**config.mk**
```make
export PLATFORM = sky130hd
export DESIGN_NAME = lpt_pwm_timer
export DESIGN_NICKNAME = d
export VERILOG_FILES = /design/src/rtl/lpt_pkg.sv /design/src/rtl/lpt_prescaler.sv /design/src/rtl/lpt_counter.sv /design/src/rtl/lpt_chan_out.sv /design/src/rtl/lpt_wr_guard.sv /design/src/rtl/lpt_pwm_timer.sv
export SDC_FILE = /design/constraint.sdc
export NUM_CORES = 1
export LEC_CHECK = 0
export ABC_AREA = 0
export BUFFER_PORTS_ARGS = -buffer_cell sky130_fd_sc_hd__buf_2
export CAP_MARGIN = 20
export CORE_MARGIN = 2
export CORE_UTILIZATION = 55
export CTS_BUF_LIST = sky130_fd_sc_hd__clkbuf_16
export DETAILED_ROUTE_END_ITERATION = 8
export PLACE_DENSITY = 0.85
export SLEW_MARGIN = 20
export SYNTH_ARGS = -nofsm -noshare
export SYNTH_HDL_FRONTEND = slang
export SYNTH_SLANG_ARGS = --single-unit
```
**constraint.sdc**
```tcl
create_clock -name clk_i -period 2.86 [get_ports clk_i]
set_input_delay 0.143 -clock clk_i [delete_from_list [all_inputs] [get_ports clk_i]]
set_output_delay 0.143 -clock clk_i [all_outputs]
set_load 0.05 [all_outputs]
```
**src/rtl/lpt_pkg.sv**
```systemverilog
package lpt_pkg;
  typedef enum logic [2:0] {
    A_CTRL   = 3'd0,
    A_CFG    = 3'd1,
    A_RELOAD = 3'd2,
    A_THR0   = 3'd3,
    A_THR1   = 3'd4,
    A_CHMODE = 3'd5,
    A_STATUS = 3'd6,
    A_CLEAR  = 3'd7
  } lpt_addr_e;
endpackage

```
**src/rtl/lpt_prescaler.sv**
```systemverilog
module lpt_prescaler #(
  parameter int PSC_W = 3,
  localparam int DIV_W = (1 << PSC_W) - 1
) (
  input  logic             clk_i,
  input  logic             rst_ni,
  input  logic             run_i,
  input  logic [PSC_W-1:0] shift_i,
  output logic             tick_o
);
  logic [DIV_W-1:0] div_q, div_d, mask;

  assign mask   = ~({DIV_W{1'b1}} << shift_i);
  assign tick_o = run_i && (div_q == mask);

  always_comb begin
    div_d = div_q;
    if (!run_i)      div_d = '0;
    else if (tick_o) div_d = '0;
    else             div_d = div_q + 1'b1;
  end

  always_ff @(posedge clk_i or negedge rst_ni) begin
    if (!rst_ni) div_q <= '0;
    else         div_q <= div_d;
  end
endmodule

```
**src/rtl/lpt_counter.sv**
```systemverilog
module lpt_counter #(
  parameter int CNT_W = 16
) (
  input  logic             clk_i,
  input  logic             rst_ni,
  input  logic             run_i,
  input  logic             tick_i,
  input  logic [CNT_W-1:0] reload_i,
  output logic [CNT_W-1:0] cnt_o
);
  logic [CNT_W-1:0] cnt_q, cnt_d;

  always_comb begin
    cnt_d = cnt_q;
    if (!run_i)                cnt_d = '0;
    else if (tick_i) begin
      if (cnt_q >= reload_i)   cnt_d = '0;
      else                     cnt_d = cnt_q + 1'b1;
    end
  end

  always_ff @(posedge clk_i or negedge rst_ni) begin
    if (!rst_ni) cnt_q <= '0;
    else         cnt_q <= cnt_d;
  end

  assign cnt_o = cnt_q;
endmodule

```
**src/rtl/lpt_chan_out.sv**
```systemverilog
module lpt_chan_out #(
  parameter int CNT_W = 16
) (
  input  logic             clk_i,
  input  logic             rst_ni,
  input  logic             run_i,
  input  logic             chen_i,
  input  logic             pol_i,
  input  logic [CNT_W-1:0] cnt_i,
  input  logic [CNT_W-1:0] thr_i,
  output logic             pwm_o
);
  logic pwm_q, pwm_d, active;

  assign active = run_i && chen_i && (cnt_i > thr_i);
  assign pwm_d  = active ^ pol_i;

  always_ff @(posedge clk_i or negedge rst_ni) begin
    if (!rst_ni) pwm_q <= 1'b0;
    else         pwm_q <= pwm_d;
  end

  assign pwm_o = pwm_q;
endmodule

```
**src/rtl/lpt_wr_guard.sv**
```systemverilog
module lpt_wr_guard #(
  parameter int PSC_W = 3,
  localparam int GUARD_W = (1 << PSC_W) + 1
) (
  input  logic             clk_i,
  input  logic             rst_ni,
  input  logic             accept_i,
  input  logic [PSC_W-1:0] shift_i,
  output logic             busy_o
);
  logic [GUARD_W-1:0] guard_q, guard_d;

  always_comb begin
    guard_d = guard_q;
    if (accept_i)            guard_d = (GUARD_W'(3) << shift_i) - 1'b1;
    else if (guard_q != '0)  guard_d = guard_q - 1'b1;
  end

  always_ff @(posedge clk_i or negedge rst_ni) begin
    if (!rst_ni) guard_q <= '0;
    else         guard_q <= guard_d;
  end

  assign busy_o = (guard_q != '0);
endmodule

```
**src/rtl/lpt_pwm_timer.sv**
```systemverilog
module lpt_pwm_timer
  import lpt_pkg::*;
#(
  parameter int CNT_W = 16,
  parameter int PSC_W = 3,
  parameter int NCH   = 2,
  localparam int NFLAG = NCH + 1
) (
  input  logic             clk_i,
  input  logic             rst_ni,
  input  logic             wr_i,
  input  logic [2:0]       addr_i,
  input  logic [CNT_W-1:0] wdata_i,
  output logic [CNT_W-1:0] rdata_o,
  output logic [NCH-1:0]   pwm_o
);
  logic [1:0] rsync_q;
  logic       rst_n;

  always_ff @(posedge clk_i or negedge rst_ni) begin
    if (!rst_ni) rsync_q <= '0;
    else         rsync_q <= {rsync_q[0], 1'b1};
  end
  assign rst_n = rsync_q[1];

  logic                       en_q, en_d, run_q, run_d;
  logic [PSC_W-1:0]           psc_q, psc_d;
  logic [CNT_W-1:0]           reload_q, reload_d;
  logic [NCH-1:0][CNT_W-1:0]  thr_q, thr_d;
  logic [NCH-1:0]             chen_q, chen_d, pol_q, pol_d;
  logic [NFLAG-1:0]           pend_q, pend_d, flag_q, flag_d;
  logic                       tick, guard_busy, chmode_ok;
  logic [CNT_W-1:0]           cnt;

  logic wr_ctrl, wr_cfg, wr_reload, wr_chmode, wr_clear;
  assign wr_ctrl   = wr_i && (addr_i == A_CTRL);
  assign wr_cfg    = wr_i && (addr_i == A_CFG);
  assign wr_reload = wr_i && (addr_i == A_RELOAD);
  assign wr_chmode = wr_i && (addr_i == A_CHMODE);
  assign wr_clear  = wr_i && (addr_i == A_CLEAR);
  assign chmode_ok = wr_chmode && !guard_busy;

  always_comb begin
    en_d     = en_q;
    run_d    = run_q;
    psc_d    = psc_q;
    reload_d = reload_q;
    thr_d    = thr_q;
    chen_d   = chen_q;
    pol_d    = pol_q;
    pend_d   = '0;
    if (wr_ctrl) begin
      en_d  = wdata_i[0];
      run_d = wdata_i[0] && (run_q || (en_q && wdata_i[1]));
    end
    if (wr_cfg && !en_q) psc_d = wdata_i[PSC_W-1:0];
    if (wr_reload && en_q) begin
      reload_d  = wdata_i;
      pend_d[0] = 1'b1;
    end
    for (int n = 0; n < NCH; n++) begin
      if (wr_i && (addr_i == 3'(A_THR0 + n)) && en_q) begin
        thr_d[n]    = wdata_i;
        pend_d[n+1] = 1'b1;
      end
      if (chmode_ok) begin
        chen_d[n] = wdata_i[2*n];
        if (!chen_q[n]) pol_d[n] = wdata_i[2*n+1];
      end
    end
    for (int i = 0; i < NFLAG; i++)
      flag_d[i] = pend_q[i] || (flag_q[i] && !(wr_clear && wdata_i[i]));
  end

  always_ff @(posedge clk_i or negedge rst_n) begin
    if (!rst_n) begin
      en_q     <= 1'b0;
      run_q    <= 1'b0;
      psc_q    <= '0;
      reload_q <= '0;
      thr_q    <= '0;
      chen_q   <= '0;
      pol_q    <= '0;
      pend_q   <= '0;
      flag_q   <= '0;
    end else begin
      en_q     <= en_d;
      run_q    <= run_d;
      psc_q    <= psc_d;
      reload_q <= reload_d;
      thr_q    <= thr_d;
      chen_q   <= chen_d;
      pol_q    <= pol_d;
      pend_q   <= pend_d;
      flag_q   <= flag_d;
    end
  end

  always_comb begin
    rdata_o = '0;
    case (addr_i)
      A_CTRL:   rdata_o[1:0] = {run_q, en_q};
      A_CFG:    rdata_o[PSC_W-1:0] = psc_q;
      A_RELOAD: rdata_o = reload_q;
      A_CHMODE: for (int n = 0; n < NCH; n++) rdata_o[2*n +: 2] = {pol_q[n], chen_q[n]};
      A_STATUS: rdata_o[NFLAG-1:0] = flag_q;
      default: begin
        for (int n = 0; n < NCH; n++)
          if (addr_i == 3'(A_THR0 + n)) rdata_o = thr_q[n];
      end
    endcase
  end

  lpt_prescaler #(.PSC_W(PSC_W)) u_psc (
    .clk_i(clk_i), .rst_ni(rst_n), .run_i(run_q), .shift_i(psc_q), .tick_o(tick)
  );

  lpt_counter #(.CNT_W(CNT_W)) u_cnt (
    .clk_i(clk_i), .rst_ni(rst_n), .run_i(run_q), .tick_i(tick),
    .reload_i(reload_q), .cnt_o(cnt)
  );

  lpt_wr_guard #(.PSC_W(PSC_W)) u_guard (
    .clk_i(clk_i), .rst_ni(rst_n), .accept_i(chmode_ok), .shift_i(psc_q), .busy_o(guard_busy)
  );

  for (genvar g = 0; g < NCH; g++) begin : g_chan
    lpt_chan_out #(.CNT_W(CNT_W)) u_out (
      .clk_i(clk_i), .rst_ni(rst_n), .run_i(run_q), .chen_i(chen_q[g]),
      .pol_i(pol_q[g]), .cnt_i(cnt), .thr_i(thr_q[g]), .pwm_o(pwm_o[g])
    );
  end
endmodule

```
==> results.md, run 1 <==
- CTS root buf: clkbuf_16
- Mapped Cells: 661
- Post-CTS resize count: 0
- Most frequent cell after synthesis: dfrtp_1
- Top cell type's share of synthesized area: 41.2%
- Vias: 5,172
- M3 GR Usage: 6.04%
- Antenna Cells: 0
- Die X: around 110 um
- Startpoint types: flop
- Synth top area cells: dfrtp_1, ha_1, o21ai_0, nand2_1, mux2_2
- Worst Tran Pin Value: 986 ps
- Min Tclk post-route: around 2600 ps
- Post-layout util: 62.1%
- Initial DRC Count: between 400 and 500
- Yosys warnings: 0
- Clock Sinks: 99
- Global routing's busiest layer: met2
- Synthesized area: 0.00602 mm^2
- Longest Clk Path Bufs: 2
- CTS Buf Count: 9
- Final-layout fill cell count: 892
- Most used DFF post-synth: dfrtp_1
- Commonest cells in the netlist: dfrtp_1, nand2_1, o21ai_0
- DR pass1 iterations: 5
- Initial cell density of the core: between 50 and 60%
- Mapped Nets: 736
- GR Util All Layers: a little over a quarter
- Finish-stage setup viols: 0
- Highest Clock Rate: between 300 and 400 MHz
- Placed inst area: 0.00638 mm^2
- Pin count of the biggest net entering global routing: 56
- Skew final: 6.53 ps
- Post-synthesis register bit count: 99
- Fin. Hold Viols: 0
- Status: finished clean
- Post-route cell area: 0.00667 mm^2
- Max-cap violation count: 0
- Sum of negative setup slack: 0 ps
- Worst R2R Setup Slack: between 200 and 300 ps
- Static Leak: between 3 and 4 nW
- Clock transition at path regs: approximately 60 ps
- H-tree depth: 3
- Critical path type: flop to flop
- Max incr delay on CP: 560 ps
- Core area: 0.0107 mm^2
- Worst EP required: ~3100 ps
- Top Ports: 40
- Slew Limit Headroom: 34.3%
- RSZ-0062 raised after global routing: no
- DRC viols: 0
- Crit-path slowest cell: or4_4
- Final period util: around nine tenths
- Worst VDD drop: 0.000505 V
- Post-DRT Antenna Nets: 0
- Critical Path Fanout Max: 7
- Met1 Use GR: 34.6%
- Dominant cell type by area after synthesis: dfrtp_1
- Dpl hpwl: 10,700 um
- Mean Syn Cell Area: 9.11 um^2
- Post-synth EDFFs: 0
- GPL Wtd Cong: 0.953
- Final slew viol count: 0
- Drt via density: 6.15
- Post-synthesis sequential area ratio: 41.2%
- Initial antenna violation count: 0
- DR WL/cell: 18.1 um
- Routed wire length: 15,200 um
- Die H: 109 um
- Vias in the first global route: 5,058
- TritonCTS clock tree: done
- Post-synth ARST share: 100%
- Crit end category: flop
- Met2 GRT Util: 44.9%
- Arrival @ worst endpoint: 2870 ps
- Global-route wire length before repair: 24,700 um
- CP top delay family: simple AND/OR/NAND/NOR gates
- Row cnt: 38
- CP cell instances: ha_1 > or4_4 > o211ai_2 > o2111ai_4 > and2_4 > or4_1 > a21oi_1
- Hold WC Path Type: input port to flop
- Die area: 0.0118 mm^2
- Unique masters post-synth: 55
- Layout net count: 772
- Total gr overflow: 0
- IO Port Bufs: 39
- Clock Latency Late Sink: 350 ps
- Area grow syn2layout: 10.8%
- Power Density: 695 mW/mm^2
- CP bufs+invs: 0
- Share of cells above drive strength 1: 13.6%
[cell usage in the layout, fill, tap and decap left out, types with 3 or more instances in the layout]
| master | count |
|---|---|
| nand2b_1 | 8 |
| nor3_1 | 9 |
| a31oi_1 | 5 |
| o21a_1 | 5 |
| xor2_1 | 9 |
| nand2_1 | 79 |
| dfrtp_1 | 98 |
| and3_1 | 3 |
| buf_4 | 11 |
| nor2b_1 | 7 |
| nor4_1 | 3 |
| mux2_2 | 21 |
| buf_2 | 39 |
| nor2_1 | 46 |
| clkbuf_16 | 9 |
| nor4b_1 | 3 |
| o22ai_1 | 3 |
| a211oi_1 | 9 |
| or4_1 | 3 |
| ha_1 | 53 |
| a21o_1 | 3 |
| and4_1 | 4 |
| inv_1 | 59 |
| o21ai_0 | 70 |
| and2_1 | 3 |
| nand4_1 | 17 |
| mux2i_1 | 16 |
| a21oi_1 | 33 |
| xnor2_1 | 15 |
| o211ai_1 | 3 |
| o31ai_1 | 3 |
| nand3_1 | 17 |
[per-stage QoR]
step / total power, mW / std cells / setup slack, ps / hold WS [ps]
after CTS: 4.63 / 841 / 266 / 20.9
after global routing: 4.91 / 841 / 108 / 43.2
after detailed placement: 3.44 / 825 / 312 / -71.1
final: 4.64 / 841 / 255 / 23.5
after global placement: 3.36 / 825 / 395 / -73.3
after floorplan: 3.04 / 661 / 377 / -153
[sequential cells by signal, indices dropped and copies added (netlist names)]
| name | flops |
|---|---|
| psc_q | 3 |
| reload_q | 16 |
| pol_q | 2 |
| g_chan.u_out.pwm_o | 2 |
| rsync_q | 2 |
| thr_q | 32 |
| run_q | 1 |
| u_psc.div_q | 7 |
| u_cnt.cnt_o | 16 |
| flag_q | 3 |
| chen_q | 2 |
| en_q | 1 |
| pend_q | 3 |
| u_guard.guard_q | 9 |
[worst register-to-register path, delay by kind of cell (launching register included)]
kind            cells  cell delay (ps)
simple gates        3             1290
flops               1              460
fa+ha+maj           1              300
compound gates      3              480
[timing repair]
| action | 4_1_cts | 5_1_grt |
|---|---|---|
| buffers inserted | 0 | 0 |
| hold buffers | 1 | 0 |
| hold endpoints to repair | 2 | 0 |
[area by class of cell]
type / count / area (um^2) / share of cell area, %
Clock inverter: 6 / 50.0 / 0.750
Sequential cell: 99 / 2480 / 37.2
Tap cell: 140 / 175 / 2.63
Timing Repair Buffer: 52 / 308 / 4.61
Clock buffer: 9 / 225 / 3.38
Multi-Input combinational cell: 478 / 3220 / 48.2
Inverter: 57 / 214 / 3.21
[power breakdown]
group / switching [mW] / internal [mW] / leakage [nW]
clock: 0.514 / 0.660 / 0.143
sequential: 0.255 / 1.71 / 1.25
combinational: 0.920 / 0.580 / 1.75
total: 1.69 / 2.95 / 3.14
[per-layer routing]
layer,vias up,wire length (um)
met1,2512,6260
li1,2381,-
met3,49,1110
met5,-,0
met2,230,7400
met4,0,427
[logic make-up (layout without fill, tap and decap cells)]
family / after synthesis / in the layout / synth area share (%)
AND/OR/NAND/NOR: 211 / 211 / 16.8
AO/OA/AOI/OAI: 152 / 152 / 15.4
other: 1 / 1 / 0.0623
flip-flops: 99 / 99 / 41.2
buffers and inverters: 84 / 124 / 5.49
XOR/XNOR: 24 / 24 / 3.49
adder cells (fa/ha/maj): 53 / 53 / 11.0
multiplexers: 37 / 37 / 6.59
[worst paths after layout]
kind | to | startpoint | cells after the start
setup / recovery | u_cnt.cnt_o[10] | psc_q[1] | 7
hold / removal | reload_q[4] | wdata_i[4] | 3
setup reg to reg | u_cnt.cnt_o[10] | psc_q[1] | 7
hold reg to reg | psc_q[0] | rsync_q[1] | 0
max in group asynchronous | u_cnt.cnt_o[12] | rsync_q[1] | 1
min in group asynchronous | rsync_q[1] | rst_ni | 2
(Power assumes the default switching activity.)
==> run 2: changes to the inputs <==
- RECOVER_POWER: not set -> 50
- clock period: 2.86 -> 2.28 ns (I/O delays scaled with it)
==> results.md, run 2 (synthesized netlist as in run 1, its figures left out) <==
- Status: finished with violations
- Failing checks: negative setup slack
- Most frequent cells in the layout: dfrtp_1, nand2_1, o21ai_0, inv_1, ha_1
- Clock Sinks: 99 (unchanged)
- R2R cell count: 7 (unchanged)
- Vias: 5,308 (+2.6%)
- Post-DRT Antenna Nets: 0 (unchanged)
- Hold WC Path Type: input port to flop
- Part of the power in registers: 39.3% (-3.0 points)
- Pre-CTS WS: -138 ps (-450 ps)
- Global-route wire length before repair: 26,000 um (+5.2%)
- RSZ-0062 raised after global routing: yes
- Drt via density: 6.07 (-1.4%)
- Placed inst area: 0.00654 mm^2 (+2.4%)
- Commonest non-fill, non-tap cell in the layout: dfrtp_1
- Final slew viol count: 0 (unchanged)
- GR Util All Layers: 28.6% (+1.4 points)
- Sum of negative setup slack: -13.5 ps (-13.5 ps)
- Power Density: 878 mW/mm^2 (+26%)
- Worst setup margin: -13.5 ps (-269 ps)
- Initial cell density of the core: 56.0% (unchanged)
- Net Sw Power: 2.31 mW (+37%)
- Critical Path Fanout Max: 4 (-3)
- Static Leak: 3.31 nW (+5.3%)
- Initial DRC Count: 482 (+2.1%)
- Worst Tran Pin Value: 1140 ps (+152 ps)
- Critical path type: flop to flop
- Longest Clk Path Bufs: 2 (unchanged)
- Hold Crit Endpoint: reload_q[3]
- Final-layout fill cell count: 827 (-7.3%)
- Initial antenna violation count: 0 (unchanged)
- Routed wire length: 15,800 um (+3.9%)
- Worst R2R Setup Slack: -10 ps (-270 ps)
- CTS Buf Count: 9 (unchanged)
- Hold_sp: wdata_i[3]
- Switching Fraction: 37.0% (+0.56 points)
- TritonCTS clock tree: done
- Total gr overflow: 0 (unchanged)
- Highest Clock Rate: 436 MHz (+14%)
- Worst Hold Depth: 3 (unchanged)
- IO Port Bufs: 39 (unchanged)
- FF+latch area: 0.00248 mm^2 (-0.15%)
- Max-cap violation count: 0 (unchanged)
- Share of cells above drive strength 1: 18.9% (+5.4 points)
- DR pass1 iterations: 5 (unchanged)
- Pin count of the biggest net entering global routing: 70 (+25%)
- Final period util: 101% (+9.5 points)
- DRC viols: 0 (unchanged)
- Core area: 0.0107 mm^2 (unchanged)
- Startpoint types: flop
- Finish-stage setup viols: 1 (+1)
- Die H: 109 um (unchanged)
- Antenna Cells: 0 (unchanged)
- Die X: 109 um (unchanged)
- Layout net count: 805 (+4.3%)
- Comb pwr share: 35.6% (+3.2 points)
- Top Ports: 40 (unchanged)
- Multi-input gate area in the final layout: 0.00337 mm^2 (+4.9%)
- Clock Latency Late Sink: 370 ps (+20 ps)
- Max reg flops: 32 (unchanged)
- Arrival @ worst endpoint: 2590 ps (-280 ps)
- Min Tclk post-route: 2290 ps (-311 ps)
- Area grow syn2layout: 18.1%
- H-tree depth: 3 (unchanged)
- Vias in the first global route: 5,402 (+6.8%)
- Slew Limit Headroom: 24.2% (-10 points)
- Clock share of power: 25.1% (-0.2 points)
- Dpl hpwl: 11,000 um (+3.5%)
- R2R Path Start: psc_q[1]
- GPL Wtd Cong: 0.962 (+0.86%)
- Crit end category: flop
- DR WL/cell: 18.0 um (-0.13%)
- Worst VDD drop: 0.000749 V (+48%)
- Reg with most FFs: thr_q
- Worst r2r dst: u_cnt.cnt_o[10]
- Internal power: 3.93 mW (+33%)
- Post-route cell area: 0.00711 mm^2 (+6.5%)
- Skew final: 11.5 ps (+5.01 ps)
- Worst EP required: 2570 ps (-550 ps)
- Clock transition at path regs: 80 ps (+20 ps)
- Fin. Hold Viols: 0 (unchanged)
- CTS root buf: clkbuf_16
- Row cnt: 38 (unchanged)
- Post-layout power: 6.24 mW (+35%)
- Die area: 0.0118 mm^2 (unchanged)
## run 2: cell count changes in the layout (fill, tap and decap cells not counted), sizes merged
cell         previous run  this run
buf                    51        72
dlygate4sd3             1         9
clkbuf                  9        13
clkinvlp                0         2
clkinv                  3         2
## run 2: area by class of cell
type	count	area share, %
multi-input cells	478	47.5
flip-flops and latches	99	34.9
repair buffers	85	7.96
clock buffers	9	3.17
inverters	57	3.01
well taps	140	2.46
clock inverters	7	1.07
## run 2: layer usage
layer	GRT usage [%]	share of wire, %
met4	12.9	3.2
met2	48.7	49
met3	6.22	6.8
met1	34.7	41
met5	0	0
## run 2: power by group through the flow
stage | registers [mW] | clock network, mW | logic (mW)
6_report | 2.45 | 1.57 | 2.22
5_1_grt | 2.50 | 1.66 | 2.45
3_3_place_gp | 2.44 | 0 | 1.87
4_1_cts | 2.44 | 1.58 | 2.07
3_5_place_dp | 2.47 | 0 | 1.97
2_1_floorplan | 2.37 | 0 | 1.45
## run 2: how the worst max path moves through the flow
stage	from	to	slack, ps	cells past startpoint
after floorplan	psc_q[1]	u_cnt.cnt_o[10]	0.7	9
after global placement	psc_q[1]	u_cnt.cnt_o[7]	-1	8
after detailed placement	psc_q[1]	u_cnt.cnt_o[7]	-140	8
after CTS	psc_q[1]	u_cnt.cnt_o[10]	8	7
after global routing	psc_q[2]	u_cnt.cnt_o[10]	-90	7
final	psc_q[1]	u_cnt.cnt_o[10]	-10	7
## run 2: per-stage QoR
| stage | util [%] | hold slack (ps) | std cells |
|---|---|---|---|
| floorplan | - | -182 | 661 |
| global placement | 60.9 | -101 | 843 |
| detailed placement | 60.9 | -99.7 | 843 |
| CTS | 65.2 | 2.86 | 871 |
| global route | 66.1 | 16.9 | 875 |
| finish | 66.1 | 1.29 | 875 |
## run 2: critical path, cell delays in order, from the launching register on
cell and delay, ps:
dfrtp_1 400, ha_2 180, or4_4 490, o211ai_4 100
o2111ai_4 180, and2_4 210, or4_4 510, a21oi_2 140
## run 2: timing repair
action	4_1_cts	5_1_grt
cloned	1	1
hold buffers	9	0
pin swaps	5	9
endpoints found under the setup margin	3	19
setup buffers	2	3
endpoints found under the hold margin	13	0
gates resized for setup	6	22
